`src/rtl/fcd_pkg.sv`:
```
package fcd_pkg;

  typedef enum logic [3:0] {
    S_READ,
    S_UNL1,
    S_UNL2,
    S_PRG,
    S_E1,
    S_E2,
    S_E3,
    S_BYP,
    S_BYP_PRG,
    S_BYP_ERS,
    S_BYP_EXIT,
    S_BUSY,
    S_SUSP,
    S_LOCK
  } seq_state_e;

  typedef enum logic [2:0] {
    OP_NONE    = 3'd0,
    OP_PROG    = 3'd1,
    OP_BERASE  = 3'd2,
    OP_CERASE  = 3'd3,
    OP_SUSPEND = 3'd4,
    OP_RESUME  = 3'd5
  } op_e;

  typedef enum logic [1:0] {
    J_PROG,
    J_BERASE,
    J_CERASE
  } job_e;

  localparam logic [7:0]  CMD_KEY_A    = 8'hAA;
  localparam logic [7:0]  CMD_KEY_B    = 8'h55;
  localparam logic [7:0]  CMD_PROG     = 8'hA0;
  localparam logic [7:0]  CMD_ERS_SET  = 8'h80;
  localparam logic [7:0]  CMD_CHIP     = 8'h10;
  localparam logic [7:0]  CMD_BLOCK    = 8'h30;
  localparam logic [7:0]  CMD_SUSP     = 8'hB0;
  localparam logic [7:0]  CMD_RESUME   = 8'h30;
  localparam logic [7:0]  CMD_BYP_IN   = 8'h20;
  localparam logic [7:0]  CMD_BYP_OUT1 = 8'h90;
  localparam logic [7:0]  CMD_BYP_OUT2 = 8'h00;

  localparam logic [11:0] KEY_ADDR_A   = 12'h555;
  localparam logic [11:0] KEY_ADDR_B   = 12'h2AA;

  function automatic op_e job_to_op(input job_e j);
    case (j)
      J_PROG:   job_to_op = OP_PROG;
      J_BERASE: job_to_op = OP_BERASE;
      default:  job_to_op = OP_CERASE;
    endcase
  endfunction

endpackage

```
`src/rtl/fcd_rst_sync.sv`:
```
module fcd_rst_sync #(
  parameter int STAGES = 2
) (
  input  logic clk,
  input  logic rst_n,
  output logic rst_sync_n
);
  logic [STAGES-1:0] sync_q;

  always_ff @(posedge clk or negedge rst_n) begin
    if (!rst_n) sync_q <= '0;
    else        sync_q <= {sync_q[STAGES-2:0], 1'b1};
  end

  assign rst_sync_n = sync_q[STAGES-1];
endmodule

```
`src/rtl/fcd_bus_decode.sv`:
```
module fcd_bus_decode import fcd_pkg::*; #(
  parameter int MATCH_W = 12
) (
  input  logic               ce_i,
  input  logic               we_i,
  input  logic [MATCH_W-1:0] addr_key_i,
  output logic               wr_o,
  output logic               key_a_o,
  output logic               key_b_o
);
  localparam logic [MATCH_W-1:0] KA = MATCH_W'(KEY_ADDR_A);
  localparam logic [MATCH_W-1:0] KB = MATCH_W'(KEY_ADDR_B);

  assign wr_o    = ce_i & we_i;
  assign key_a_o = (addr_key_i == KA);
  assign key_b_o = (addr_key_i == KB);
endmodule

```
`src/rtl/fcd_guard_timer.sv`:
```
module fcd_guard_timer #(
  parameter int CNT_W = 13
) (
  input  logic             clk,
  input  logic             rst_n,
  input  logic             load_i,
  input  logic [CNT_W-1:0] load_val_i,
  output logic             expire_o
);
  logic [CNT_W-1:0] cnt_q, cnt_d;
  logic             cnt_en;

  always_comb begin
    cnt_en = load_i | (cnt_q != '0);
    cnt_d  = load_i ? load_val_i : cnt_q - 1'b1;
  end

  always_ff @(posedge clk or negedge rst_n) begin
    if (!rst_n)      cnt_q <= '0;
    else if (cnt_en) cnt_q <= cnt_d;
  end

  assign expire_o = (cnt_q == CNT_W'(1));
endmodule

```
`src/rtl/fcd_seq_fsm.sv`:
```
module fcd_seq_fsm import fcd_pkg::*; #(
  parameter int ADDR_W         = 21,
  parameter int DATA_W         = 16,
  parameter int CNT_W          = 13,
  parameter int PROT_PROG_CYC  = 100,
  parameter int PROT_ERASE_CYC = 5000
) (
  input  logic              clk,
  input  logic              rst_n,
  input  logic              wr_i,
  input  logic              key_a_i,
  input  logic              key_b_i,
  input  logic [ADDR_W-1:0] addr_i,
  input  logic [DATA_W-1:0] data_i,
  input  logic              lock_i,
  input  logic              done_i,
  input  logic              tmr_expire_i,
  output logic              tmr_load_o,
  output logic [CNT_W-1:0]  tmr_val_o,
  output logic              start_o,
  output op_e               op_o,
  output logic [ADDR_W-1:0] op_addr_o,
  output logic [DATA_W-1:0] op_data_o,
  output logic              ready_o
);
  seq_state_e        st_q, st_d;
  logic              byp_q, byp_d;
  job_e              job_q, job_d;
  logic              start_q, start_d;
  op_e               op_q, op_d;
  logic [ADDR_W-1:0] addr_q;
  logic [DATA_W-1:0] data_q;

  logic [7:0] code;
  logic       step_a, step_b, launch;
  job_e       launch_job;
  seq_state_e home;

  assign code   = data_i[7:0];
  assign step_a = wr_i & key_a_i & (code == CMD_KEY_A);
  assign step_b = wr_i & key_b_i & (code == CMD_KEY_B);
  assign home   = byp_q ? S_BYP : S_READ;

  always_comb begin
    st_d       = st_q;
    byp_d      = byp_q;
    job_d      = job_q;
    start_d    = 1'b0;
    op_d       = op_q;
    launch     = 1'b0;
    launch_job = J_PROG;
    tmr_load_o = 1'b0;
    tmr_val_o  = CNT_W'(PROT_PROG_CYC);

    case (st_q)
      S_READ: if (step_a) st_d = S_UNL1;
      S_UNL1: if (wr_i) st_d = step_b ? S_UNL2 : S_READ;
      S_UNL2: begin
        if (wr_i) begin
          st_d = S_READ;
          if (key_a_i) begin
            if (code == CMD_PROG)         st_d = S_PRG;
            else if (code == CMD_ERS_SET) st_d = S_E1;
            else if (code == CMD_BYP_IN) begin
              st_d  = S_BYP;
              byp_d = 1'b1;
            end
          end
        end
      end
      S_PRG: if (wr_i) begin
        launch     = 1'b1;
        launch_job = J_PROG;
      end
      S_E1: if (wr_i) st_d = step_a ? S_E2 : S_READ;
      S_E2: if (wr_i) st_d = step_b ? S_E3 : S_READ;
      S_E3: begin
        if (wr_i) begin
          st_d = S_READ;
          if (code == CMD_BLOCK) begin
            launch     = 1'b1;
            launch_job = J_BERASE;
          end else if (code == CMD_CHIP && key_a_i) begin
            launch     = 1'b1;
            launch_job = J_CERASE;
          end
        end
      end
      S_BYP: begin
        if (wr_i) begin
          if (code == CMD_PROG)          st_d = S_BYP_PRG;
          else if (code == CMD_ERS_SET)  st_d = S_BYP_ERS;
          else if (code == CMD_BYP_OUT1) st_d = S_BYP_EXIT;
        end
      end
      S_BYP_PRG: if (wr_i) begin
        launch     = 1'b1;
        launch_job = J_PROG;
      end
      S_BYP_ERS: begin
        if (wr_i) begin
          st_d = S_BYP;
          if (code == CMD_BLOCK) begin
            launch     = 1'b1;
            launch_job = J_BERASE;
          end else if (code == CMD_CHIP) begin
            launch     = 1'b1;
            launch_job = J_CERASE;
          end
        end
      end
      S_BYP_EXIT: begin
        if (wr_i) begin
          if (code == CMD_BYP_OUT2) begin
            st_d  = S_READ;
            byp_d = 1'b0;
          end else begin
            st_d = S_BYP;
          end
        end
      end
      S_BUSY: begin
        if (done_i) begin
          st_d = home;
        end else if (wr_i && code == CMD_SUSP && job_q == J_BERASE) begin
          st_d    = S_SUSP;
          start_d = 1'b1;
          op_d    = OP_SUSPEND;
        end
      end
      S_SUSP: begin
        if (wr_i && code == CMD_RESUME) begin
          st_d    = S_BUSY;
          start_d = 1'b1;
          op_d    = OP_RESUME;
        end
      end
      S_LOCK: if (tmr_expire_i) st_d = home;
      default: st_d = S_READ;
    endcase

    if (launch) begin
      job_d = launch_job;
      if (lock_i && launch_job != J_CERASE) begin
        st_d       = S_LOCK;
        tmr_load_o = 1'b1;
        tmr_val_o  = (launch_job == J_PROG) ? CNT_W'(PROT_PROG_CYC)
                                            : CNT_W'(PROT_ERASE_CYC);
      end else begin
        st_d    = S_BUSY;
        start_d = 1'b1;
        op_d    = job_to_op(launch_job);
      end
    end
  end

  always_ff @(posedge clk or negedge rst_n) begin
    if (!rst_n) begin
      st_q    <= S_READ;
      byp_q   <= 1'b0;
      job_q   <= J_PROG;
      start_q <= 1'b0;
      op_q    <= OP_NONE;
      addr_q  <= '0;
      data_q  <= '0;
    end else begin
      st_q    <= st_d;
      byp_q   <= byp_d;
      job_q   <= job_d;
      start_q <= start_d;
      if (start_d) begin
        op_q   <= op_d;
        addr_q <= addr_i;
        data_q <= data_i;
      end
    end
  end

  assign start_o   = start_q;
  assign op_o      = op_q;
  assign op_addr_o = addr_q;
  assign op_data_o = data_q;
  assign ready_o   = !(st_q == S_BUSY || st_q == S_LOCK);
endmodule

```
`src/rtl/flash_cmd_decoder.sv`:
```
module flash_cmd_decoder import fcd_pkg::*; #(
  parameter int ADDR_W         = 21,
  parameter int DATA_W         = 16,
  parameter int MATCH_W        = 12,
  parameter int PROT_PROG_CYC  = 100,
  parameter int PROT_ERASE_CYC = 5000
) (
  input  logic              clk,
  input  logic              rst_n,
  input  logic              ce_i,
  input  logic              we_i,
  input  logic [ADDR_W-1:0] addr_i,
  input  logic [DATA_W-1:0] data_i,
  input  logic              lock_i,
  input  logic              done_i,
  output logic              ready_o,
  output logic              start_o,
  output logic [2:0]        op_o,
  output logic [ADDR_W-1:0] op_addr_o,
  output logic [DATA_W-1:0] op_data_o
);
  localparam int MAX_CYC = (PROT_PROG_CYC > PROT_ERASE_CYC) ? PROT_PROG_CYC : PROT_ERASE_CYC;
  localparam int CNT_W   = $clog2(MAX_CYC + 1);

  logic             rst_core_n;
  logic             wr, key_a, key_b;
  logic             tmr_load, tmr_expire;
  logic [CNT_W-1:0] tmr_val;
  op_e              op_int;

  fcd_rst_sync #(.STAGES(2)) u_rst (
    .clk        (clk),
    .rst_n      (rst_n),
    .rst_sync_n (rst_core_n)
  );

  fcd_bus_decode #(.MATCH_W(MATCH_W)) u_dec (
    .ce_i       (ce_i),
    .we_i       (we_i),
    .addr_key_i (addr_i[MATCH_W-1:0]),
    .wr_o       (wr),
    .key_a_o    (key_a),
    .key_b_o    (key_b)
  );

  fcd_guard_timer #(.CNT_W(CNT_W)) u_tmr (
    .clk        (clk),
    .rst_n      (rst_core_n),
    .load_i     (tmr_load),
    .load_val_i (tmr_val),
    .expire_o   (tmr_expire)
  );

  fcd_seq_fsm #(
    .ADDR_W         (ADDR_W),
    .DATA_W         (DATA_W),
    .CNT_W          (CNT_W),
    .PROT_PROG_CYC  (PROT_PROG_CYC),
    .PROT_ERASE_CYC (PROT_ERASE_CYC)
  ) u_fsm (
    .clk          (clk),
    .rst_n        (rst_core_n),
    .wr_i         (wr),
    .key_a_i      (key_a),
    .key_b_i      (key_b),
    .addr_i       (addr_i),
    .data_i       (data_i),
    .lock_i       (lock_i),
    .done_i       (done_i),
    .tmr_expire_i (tmr_expire),
    .tmr_load_o   (tmr_load),
    .tmr_val_o    (tmr_val),
    .start_o      (start_o),
    .op_o         (op_int),
    .op_addr_o    (op_addr_o),
    .op_data_o    (op_data_o),
    .ready_o      (ready_o)
  );

  assign op_o = op_int;
endmodule

```
`config.mk`:
```
export PLATFORM = sky130hd
export DESIGN_NAME = flash_cmd_decoder
export DESIGN_NICKNAME = d
export VERILOG_FILES = /design/src/rtl/fcd_pkg.sv /design/src/rtl/fcd_rst_sync.sv /design/src/rtl/fcd_bus_decode.sv /design/src/rtl/fcd_guard_timer.sv /design/src/rtl/fcd_seq_fsm.sv /design/src/rtl/flash_cmd_decoder.sv
export SDC_FILE = /design/constraint.sdc
export NUM_CORES = 1
export LEC_CHECK = 0
export ABC_AREA = 0
export ABC_CLOCK_PERIOD_IN_PS = 2300
export CAP_MARGIN = 20
export CELL_PAD_IN_SITES_DETAIL_PLACEMENT = 1
export CELL_PAD_IN_SITES_GLOBAL_PLACEMENT = 1
export CORE_MARGIN = 4
export CORE_UTILIZATION = 39
export DETAILED_ROUTE_END_ITERATION = 6
export HOLD_SLACK_MARGIN = 0.15
export PLACE_DENSITY_LB_ADDON = 0.1
export SYNTH_ARGS = -nofsm -noshare
export SYNTH_HDL_FRONTEND = slang
export SYNTH_HIERARCHICAL = 1
export SYNTH_SLANG_ARGS = --single-unit
```
`constraint.sdc`:
```
create_clock -name clk -period 2.3 [get_ports clk]
set_input_delay 0.345 -clock clk [delete_from_list [all_inputs] [get_ports clk]]
set_output_delay 0.345 -clock clk [all_outputs]
set_load 0.1 [all_outputs]
```
# --- Yosys cells after proc, flatten, opt, wreduce, memory -nomap -nowiden ---
# Index checks and enable logic that the tools add are counted.
totals:
  reg_bits: 63
  latch_bits: 0
  ramBits: 0
  rom_bits: 0
  out_inout_bits: 42
  mem_count: 0
op_classes:
  n_addsub: 1
  n_mul: 0
  n_div: 0
  magnitude_cmp: 0
  n_eq_ne: 49
  shift: 0
  mux: 70
  bitwise_logic: 6
  n_reduce_logical: 15
ops:
  columns: ["cell", "count"]
  rows:
  - ["$mux W4", 20]
  - ["$mux W13", 4]
  - ["$pmux W4 S13", 1]
  - ["$eq A8 B8 Y1 const B", 5]
  - ["$mux W3", 11]
  - ["$ne A3 B1 Y1 const B", 10]
  - ["$eq A4 B4 Y1 const B", 6]
  - ["$mux W1", 21]
  - ["$eq A4 B3 Y1 const B", 4]
  - ["$eq A8 B6 Y1 const B", 2]
  - ["$mux W2", 7]
  - ["$reduce_and A14 Y1", 1]
  - ["$eq A13 B1 Y1 const B", 1]
  - ["$reduce_bool A13 Y1", 1]
  - ["$sub A13 B1 Y13 const B", 1]
  - ["$eq A12 B10 Y1 const B", 1]
  - ["$eq A12 B11 Y1 const B", 1]
  - ["$ne A2 B1 Y1 const B", 6]
  - ["$eq A4 B2 Y1 const B", 2]
  - ["$eq A8 B5 Y1 const B", 1]
  - ["$eq A8 B7 Y1 const B", 1]
  - ["$logic_not A8 Y1", 1]
  - ["$pmux W2 S2", 2]
  - ["$reduce_and A8 Y1", 1]
  - ["other kinds (18)", 30]

# --- Depth between registers and ports, before layout ---
# Gate-level depths: netlist of run 1.
logic_depth:
  depth_word: 11
  ltp_mapped: 11
  ltp_nobuf: 10

# --- Cells and area by module ---
# Netlist of run 1, hierarchy kept.
modules_own_cells:
  columns: ["module", "n_inst", "cells_each", "area_per_inst_um2", "seq_area_each_um2"]
  rows:
  - ["fcd_seq_fsm", 1, 239, 2585.0, 1201.2]
  - ["fcd_guard_timer", 1, 83, 819.5, 325.3]
  - ["fcd_bus_decode", 1, 9, 91.3, 0.0]
  - ["fcd_rst_sync", 1, 3, 53.8, 50.0]

# --- Worst setup path before layout of run 1 ---
# Ideal clock, no wire load.
synth_timing:
  path_type: "input to register"
  from: "input addr_i[9]"
  to: "register u_fsm.addr_q[0], in the netlist u_fsm/op_addr_o[0]"
  arrival_time_ns: 2.448
  required_ns: 2.175
  path_slack_ns: -0.274
  cell_stages: 10
  path_buffers: 2
  path_cell_list: "and4bb_2 -> and3_1 -> and3b_1 -> a21oi_1 -> o41ai_1 -> nand2b_1 -> nand3_1 -> buf_4 -> buf_4 -> mux2_2"
synth_via:
  elab_chain_len: 10
synth_lines:
  columns: ["element", "line_no", "rtl"]
  rows:
  - ["start, declared", "flash_cmd_decoder.sv:12", "input logic [ADDR_W-1:0] addr_i,"]
  - ["$eq A12 B11 Y1 (*)", "fcd_bus_decode.sv:15", "assign key_a_o = (addr_key_i == KA);"]
  - ["via key_a", "flash_cmd_decoder.sv:26", "logic wr, key_a, key_b;"]
  - ["$logic_and A1 B1 Y1 (*)", "fcd_seq_fsm.sv:83", "end else if (code == CMD_CHIP && key_a_i) begin"]
  - ["$mux W2", "fcd_seq_fsm.sv:83", null]
  - ["$mux W2", "fcd_seq_fsm.sv:80", "if (code == CMD_BLOCK) begin"]
  - ["$mux W2", "fcd_seq_fsm.sv:78", "if (wr_i) begin"]
  - ["$pmux W2 S2", "fcd_seq_fsm.sv:55", "case (st_q)"]
  - ["$ne A2 B2 Y1", "fcd_seq_fsm.sv:144", "if (lock_i && launch_job != J_CERASE) begin"]
  - ["$logic_and A1 B1 Y1", "fcd_seq_fsm.sv:144", null]
  - ["$mux W1", "fcd_seq_fsm.sv:144", null]
  - ["$mux W1 (*)", "fcd_seq_fsm.sv:142", "if (launch) begin"]
  - ["end signal, assigned", "fcd_seq_fsm.sv:173", "addr_q <= addr_i;"]
  - ["end, declared", "fcd_seq_fsm.sv:31", "logic [ADDR_W-1:0] addr_q;"]
# The timed path passes the listed nets; every way through them passes the cells marked *.
# A chain may end at the register's enable or synchronous reset.

# --- Worst setup path in the final report of run 1 ---
layout_timing:
  from: "input addr_i[5]"
  to: "register u_fsm.addr_q[15], in the netlist u_fsm/op_addr_o[15]"
# Same word-level chain as after synthesis.

==> key figures, run 1 <==
CTS
  – CTS tree: built
  – Clock-pin slew on the worst setup and hold paths: approximately 0.080 ns
  – Clock buffer count from CTS: 9
  – H-tree level count: 3
  – Root Driver: clkbuf_8
  – Worst-Skew Late Latency: about 0.35 ns
  – Clock Tree Buf Depth: 2
  – Clk sinks: 63

Timing
  – Unrepaired setup endpoints after global routing: true
  – Tightest hold margin: around 0.24 ns
  – Crit share post-route: 1.03
  – Worst clock skew: roughly 0.016 ns
  – Final min period: between 2 and 2.5 ns
  – Relative slew slack: 0.598
  – Worst-Margin Slew: 0.597 ns
  – Peak Freq: approximately 420 MHz
  – Final number of setup-violating endpoints: 31
  – Worst setup margin: -0.0799 ns
  – Slew Viols, Final: 0
  – Final Hold Viols: 0
  – Setup tns final: -1.40 ns

Floorplan
  – Initial cell density of the core: 0.403
  – Placement Rows: 34
  – Die width: 103 µm
  – Die area: roughly 11000 µm²
  – Top Ports: 85
  – CORE AREA: 8810 µm²
  – Die H: roughly 100 µm

Finish
  – Diodes inserted: 0
  – Sequential cell area: roughly 1600 µm²
  – Area growth from synthesis to layout: 61.9%
  – Fillers: 930
  – Nets@finish: between 500 and 600
  – Multi-input logic area: between 2000 and 2500 µm²
  – Fin util: 0.653
  – Share of layout cells above drive strength 1: 0.526

Status
  – Failing checks: negative setup slack
  – Run status: complete, but fails checks

Placed design
  – Input/output buffers: 84
  – GP Congestion: 0.884
  – Dpl hpwl: roughly 8800 µm

Run
  – Max-Cap Viols: 0

Setup path
  – Startpoint Class: primary input
  – Crit path max fanout: 7
  – CP top delay family: simple AND/OR/NAND/NOR gates
  – WP data required: 2.52 ns
  – Slowest CP cell: o41ai_4
  – Setup crit end kind: register
  – Max incr delay on CP: around 0.41 ns
  – CP dominant cell by count: buf_12
  – Crit path DAT: around 2.6 ns
  – Worst Setup Path Type: primary input to register
  – WP buf/inv: 4
  – Critical path cell sequence: buf_6 > and4bb_2 > and3_4 > and3b_2 > a21oi_4 > o41ai_4 > buf_4 > nand2b_4 > nand3_4 > buf_12 > buf_12 > mux2_4

Route
  – # DRC: 0
  – Pre-antenna DRT Iters: 4
  – Vias per cell: ~5.5
  – Antenna viol nets, final: 0
  – Via count: roughly 3400
  – Final wirelength: between 10000 and 15000 µm
  – Avg WL per Cell: 21.3 µm
  – Number of DRC markers in iteration 0: 110

GRT
  – Pin count of the biggest net entering global routing: 38
  – Grt total ovfl: 0
  – First-pass GRT wire length: roughly 20000 µm
  – Total global-route track usage: 0.249
  – Initial antenna violation count: 0
  – Vias in the first global route: around 3800

Logic synthesis
  – Synth Area in Compound Gates: 0.116
  – Post-synthesis mux area share: 0.129
  – Post-synthesis cell type count: 70
  – Synthesized area per cell: roughly 11 µm²
  – Cells after Synth: 334
  – Post-Synth Simple-Gate Area: 0.208
  – Synth Area in Adders: 0.0106
  – FF+latch count, synth: 63
  – Main combinational cell family by area after synthesis: simple AND/OR/NAND/NOR gates
  – XOR/XNOR share of the synthesized area: 0.0271
  – Predominant post-synthesis flop cell: dfrtp_1
  – Share of synthesized flip-flops with an asynchronous set or reset: 1.00
  – Warnings from Yosys: 6
  – Sequential share of the synthesized area: 0.444
  – Synth Cell Area: about 3500 µm²
  – Number of synthesized flops with an enable pin: 0

Pwr
  – P_leak: 2.71 nW
  – Tot Pwr: 7.23 mW
  – VDD IR max: around 1.2 mV
  – Pwr/cell area: 1260 nW/µm²

Min path
  – Hold crit path type: primary input to register
[registers in the layout, summed over array words and instances, names as in the netlist]
name / flops
u_fsm/byp_q: 1
u_fsm/job_q: 2
u_fsm/op_addr_o: 21
u_fsm/op_data_o: 16
u_fsm/op_o: 3
u_fsm/st_q: 4
u_fsm/start_o: 1
u_rst/sync_q: 2
u_tmr/cnt_q: 13
[worst register-to-register path: cells and delay by family (launching register included)]
kind	cells	cell delay, ns
AND/OR/NAND/NOR	3	0.57
multiplexers	1	0.30
flip-flops	1	0.43
buffers and inverters	3	0.46
AO/OA/AOI/OAI	2	0.48
[power by group]
group | internal (mW) | switching (mW) | leakage (nW) | total (mW)
combinational | 1.34 | 3.01 | 1.81 | 4.35
sequential | 1.53 | 0.358 | 0.797 | 1.88
clock | 0.505 | 0.491 | 0.104 | 0.995
[metal layers]
metal,global-route usage,wire [µm]
met1,0.311,5560
met4,0.0727,240
met5,0,0
met2,0.431,6700
met3,0.0577,689
[placed cells by master (no fill, tap or decap), types with 4 or more instances in the layout]
cell,n
buf_4,124
nor3_1,7
buf_6,15
nand3_1,11
nor3_2,4
or4_4,4
xor2_1,6
dfrtp_1,62
mux2_4,34
conb_1,6
clkdlybuf4s50_1,23
o21ai_1,5
o211ai_1,5
nor4_1,4
nand2_1,17
mux2_2,5
inv_1,11
a21oi_1,11
xnor2_1,5
buf_12,7
clkbuf_8,9
o21ai_2,5
nand4_1,7
nor2_1,11
buf_2,9
[worst paths after layout]
kind / start / slack (ns) / end / cells after the start
max: addr_i[5] / -0.08 / u_fsm/op_addr_o[15] / 12
min: addr_i[5] / 0.24 / u_fsm/op_addr_o[5] / 2
max reg2reg: u_fsm/st_q[1] / -0.07 / u_fsm/op_addr_o[15] / 9
min reg2reg: u_rst/sync_q[1] / 0.27 / u_tmr/cnt_q[4] / 0
max in group asynchronous: u_rst/sync_q[1] / 1.40 / u_fsm/op_data_o[1] / 1
min in group asynchronous: u_rst/sync_q[1] / 0.27 / u_tmr/cnt_q[4] / 0
[cell families (layout without fill, tap and decap cells)]
| kind of cell | Yosys count | after routing |
|---|---|---|
| fa+ha+maj | 3 | 3 |
| xor+xnor | 11 | 11 |
| buf+inv | 42 | 215 |
| compound gates | 62 | 62 |
| mux | 41 | 41 |
| flops | 63 | 63 |
| simple gates | 110 | 110 |
| other cells | 2 | 6 |
[synth_stat cells (3+ instances only)]
master	count	area, µm²
o211ai_1	5	37.5
nor2b_1	4	25.0
nor4bb_1	4	40.0
mux2_2	37	417
a21o_1	3	22.5
nor2_1	12	45.0
nor4_1	4	25.0
xnor2_1	5	43.8
xor2_1	6	52.6
o21ai_1	6	30.0
nand2b_1	3	18.8
a21oi_1	13	65.1
nand4_1	7	43.8
buf_4	13	97.6
nand2_1	17	63.8
inv_1	11	41.3
or4_4	3	33.8
o21ai_0	9	45.0
dfrtp_1	63	1580
ha_1	3	37.5
clkbuf_1	8	30.0
and2_1	3	18.8
nor3_1	8	40.0
buf_2	7	35.0
and3_1	4	25.0
nand3_1	12	60.1
nor3_2	5	50.1
nor4_2	3	37.5
[per-stage QoR]
| step | instance area (µm²) | instances | worst slack [ns] |
|---|---|---|---|
| floorplan | 3740 | 338 | -0.175 |
| global placement | 5120 | 584 | -0.657 |
| detailed placement | 5120 | 584 | -0.731 |
| CTS | 5600 | 619 | -0.0199 |
| global route | 5750 | 619 | -0.172 |
| finish | 5750 | 619 | -0.0799 |
[what timing repair did]
item                       in CTS  in global routing
setup endpoints to repair      56                 54
cloned                          2                  2
setup buffers                  17                  4
resized for setup             105                 36
hold buffers                    1                  0
hold endpoints to repair        2                  0
pin swaps                      20                 12
[final cells by class]
| type | instances | area share |
|---|---|---|
| multi-input cells | 233 | 0.370 |
| repair buffers | 187 | 0.288 |
| flip-flops and latches | 63 | 0.274 |
| well taps | 108 | 0.0235 |
| clock buffers | 9 | 0.0215 |
| clock inverters | 7 | 0.0124 |
| inverters | 12 | 0.00914 |
No activity file was read; power rests on OpenSTA's default activity.
==> inputs of run 2 (changes only) <==
- CORE_ASPECT_RATIO: not set -> 1.5
- TNS_END_PERCENT: not set -> 50
==> run 2 against run 1 <==
  * Clock power increased by 50%
  * Clock skew decreased by 0.0084 ns
  * The flow still finishes with violations (negative setup slack)
  * Critical endpoint is now u_fsm/op_addr_o[4]
  * Via count increased by 1.5%
  * Largest cell class unchanged
==> key figures, run 2 (synthesis gave the netlist of run 1 again) <==
Status
  – Run status: complete, but fails checks (unchanged)
  – Failing checks: negative setup slack (unchanged)

Finish
  – Most common cell after layout, fill and taps aside: buf_4 (unchanged)
  – Commonest non-fill, non-tap cells in the layout: 128 x buf_4, 62 x dfrtp_1, 35 x mux2_4 (was 124 x buf_4, 62 x dfrtp_1, 34 x mux2_4)
  – Fillers: 923 (was 930)
  – Max reg flops: 21 (unchanged)
  – Design area: 5780 µm² (was 5750 µm²)
  – Multi-input logic area: 2080 µm² (was 2130 µm²)
  – Nets@finish: 550 (was 552)
  – Diodes inserted: 0 (unchanged)
  – Sequential cell area: 1580 µm² (unchanged)
  – Post-Layout Cell Count: 619 (unchanged)
  – Area growth from synthesis to layout: 63.0% (was 61.9%)
  – Share of layout cells above drive strength 1: 0.517 (was 0.526)
  – Fin util: 0.651 (was 0.653)

Setup path
  – R2r worst-path depth: 11 (was 9)
  – WP data required: 2.52 ns (about the same)
  – Startpoint Class: register (was primary input)
  – WP buf/inv: 5 (was 4)
  – CP top delay family: buffers and inverters (was simple AND/OR/NAND/NOR gates)
  – Slowest CP cell: dfrtp_1 (was o41ai_4)
  – R2R Path Start: u_fsm/st_q[2] (was u_fsm/st_q[1])
  – Max incr delay on CP: 0.42 ns (was 0.41 ns)
  – Setup crit end kind: register (unchanged)
  – Critical Path End: u_fsm/op_addr_o[4] (was u_fsm/op_addr_o[15])
  – Critical path cell sequence: nor4bb_2 > buf_4 > a21oi_4 > o41ai_4 > buf_4 > nand2b_4 > nand3_4 > buf_12 > buf_12 > buf_16 > mux2_4 (was buf_6 > and4bb_2 > and3_4 > and3b_2 > a21oi_4 > o41ai_4 > buf_4 > nand2b_4 > nand3_4 > buf_12 > buf_12 > mux2_4)
  – Crit path max fanout: 5 (was 7)
  – Crit path DAT: 2.70 ns (was 2.60 ns)
  – Critical path origin: u_fsm/st_q[2] (was addr_i[5])
  – R2R Path End: u_fsm/op_addr_o[4] (was u_fsm/op_addr_o[15])
  – Worst Setup Path Type: register to register (was primary input to register)
  – Crit path depth: 11 (was 12)
  – R2R Setup Slk: -0.18 ns (was -0.07 ns)

GRT
  – Initial antenna violation count: 0 (unchanged)
  – First-pass GRT wire length: 22400 µm (was 20400 µm)
  – Pin count of the biggest net entering global routing: 28 (was 38)
  – Vias in the first global route: 4026 (was 3771)
  – Total global-route track usage: 0.278 (was 0.249)
  – Grt total ovfl: 0 (unchanged)

Floorplan
  – Die area: 10700 µm² (about the same)
  – Top Ports: 85 (unchanged)
  – CORE AREA: 8880 µm² (was 8810 µm²)
  – Die H: 125 µm (was 103 µm)
  – Initial cell density of the core: 0.400 (was 0.403)
  – Placement Rows: 42 (was 34)
  – Die width: 85.9 µm (was 103 µm)

Route
  – Via count: 3435 (was 3384)
  – Number of DRC markers in iteration 0: 129 (was 110)
  – Antenna viol nets, final: 0 (unchanged)
  – Vias per cell: 5.55 (was 5.47)
  – Pre-antenna DRT Iters: 4 (unchanged)
  – Avg WL per Cell: 23.1 µm (was 21.3 µm)
  – # DRC: 0 (unchanged)
  – Final wirelength: 14300 µm (was 13200 µm)

Placed design
  – Pre-CTS setup slack: -0.723 ns (was -0.731 ns)
  – Dpl hpwl: 9050 µm (was 8800 µm)
  – Dpl cells: 587 (was 584)
  – Dpl cell area: 5060 µm² (was 5120 µm²)
  – Input/output buffers: 84 (unchanged)
  – GP Congestion: 0.978 (was 0.884)

Pwr
  – VDD IR max: 1.22 mV (was 1.16 mV)
  – Sw Ratio: 0.509 (was 0.534)
  – Comb power frac: 0.560 (was 0.602)
  – P_leak: 2.72 nW (was 2.71 nW)
  – Clock power frac: 0.195 (was 0.138)
  – Pwr/cell area: 1320 nW/µm² (was 1260 nW/µm²)
  – Internal: 3.76 mW (was 3.37 mW)
  – Tot Pwr: 7.66 mW (was 7.23 mW)
  – Sequential power share: 0.245 (was 0.261)
  – NetSw: 3.90 mW (was 3.86 mW)

Min path
  – Hold crit path type: primary input to asynchronous set/reset pin (was primary input to register)

Timing
  – Crit share post-route: 1.08 (was 1.03)
  – Slew Viols, Final: 0 (unchanged)
  – Peak Freq: 403 MHz (was 420 MHz)
  – Worst-Margin Slew: 0.693 ns (was 0.597 ns)
  – Final number of setup-violating endpoints: 40 (was 31)
  – Relative slew slack: 0.538 (was 0.598)
  – Worst clock skew: 0.00785 ns (was 0.0162 ns)
  – Unrepaired setup endpoints after global routing: true (unchanged)
  – Final min period: 2.48 ns (was 2.38 ns)
  – Tightest hold margin: 0.172 ns (was 0.238 ns)
  – Worst setup margin: -0.181 ns (was -0.0799 ns)
  – Setup tns final: -3.54 ns (was -1.40 ns)
  – Final Hold Viols: 0 (unchanged)

CTS
  – Clock buffer count from CTS: 9 (unchanged)
  – Clock-pin slew on the worst setup and hold paths: 0.06 ns (was 0.08 ns)
  – Worst-Skew Late Latency: 0.34 ns (was 0.35 ns)
  – Hold_buf cts: 0 (was 1)
  – H-tree level count: 3 (unchanged)
  – Root Driver: clkbuf_16 (was clkbuf_8)
  – Clk sinks: 63 (unchanged)
  – Clock Tree Buf Depth: 2 (unchanged)
  – CTS tree: built (unchanged)

Run
  – Max-Cap Viols: 0 (unchanged)
## run 2: cell count changes in the layout (fill, tap and decap cells not counted), moves of 2 or more
cell       previous run  this run
nor4_2                1         3
clkbuf_16             2         9
o21ai_1               5         8
o21ai_2               5         3
buf_16                1         3
buf_6                15        12
clkbuf_8              9         0
buf_4               124       128
o21ai_4               2         0
## run 2: timing repair
| item | 4_1_cts | 5_1_grt |
|---|---|---|
| endpoints found under the hold margin | 0 | 0 |
| gates resized for setup | 120 | 18 |
| gates cloned | 4 | 0 |
| pin swaps | 20 | 9 |
| buffers inserted | 12 | 4 |
| setup endpoints to repair | 56 | 54 |
## run 2: layout make-up
type,count,share of cell area
clock buffers,9,0.0389
well taps,110,0.0238
flip-flops and latches,63,0.273
multi-input cells,233,0.360
clock inverters,7,0.0167
inverters,12,0.00779
repair buffers,185,0.280
## run 2: how the worst min path moves through the flow
stage | from | endpoint | slack (ns) | cells past startpoint
2_1_floorplan | rst_n | u_rst/sync_q[0] | 0.05 | 0
3_3_place_gp | u_rst/sync_q[1] | u_tmr/cnt_q[2] | 0.31 | 0
3_5_place_dp | u_rst/sync_q[1] | u_tmr/cnt_q[4] | 0.34 | 0
4_1_cts | rst_n | u_rst/sync_q[0] | 0.16 | 1
5_1_grt | rst_n | u_rst/sync_q[0] | 0.17 | 1
6_report | rst_n | u_rst/sync_q[0] | 0.17 | 1
## run 2: per-layer routing
layer	vias to the layer above	GRT usage	share of wire
li1	1557	-	-
met4	0	0.139	0.048
met2	92	0.527	0.57
met3	41	0.0523	0.034
met5	-	0	0
met1	1745	0.277	0.34
## run 2: power by group through the flow
stage | Combinational, mW | Clock (mW) | Sequential (mW)
CTS | 4.23 | 1.50 | 1.84
detailed placement | 4.06 | 0 | 1.84
global route | 4.42 | 1.57 | 1.93
global placement | 3.99 | 0 | 1.81
finish | 4.29 | 1.49 | 1.88
floorplan | 0.837 | 0 | 3.97
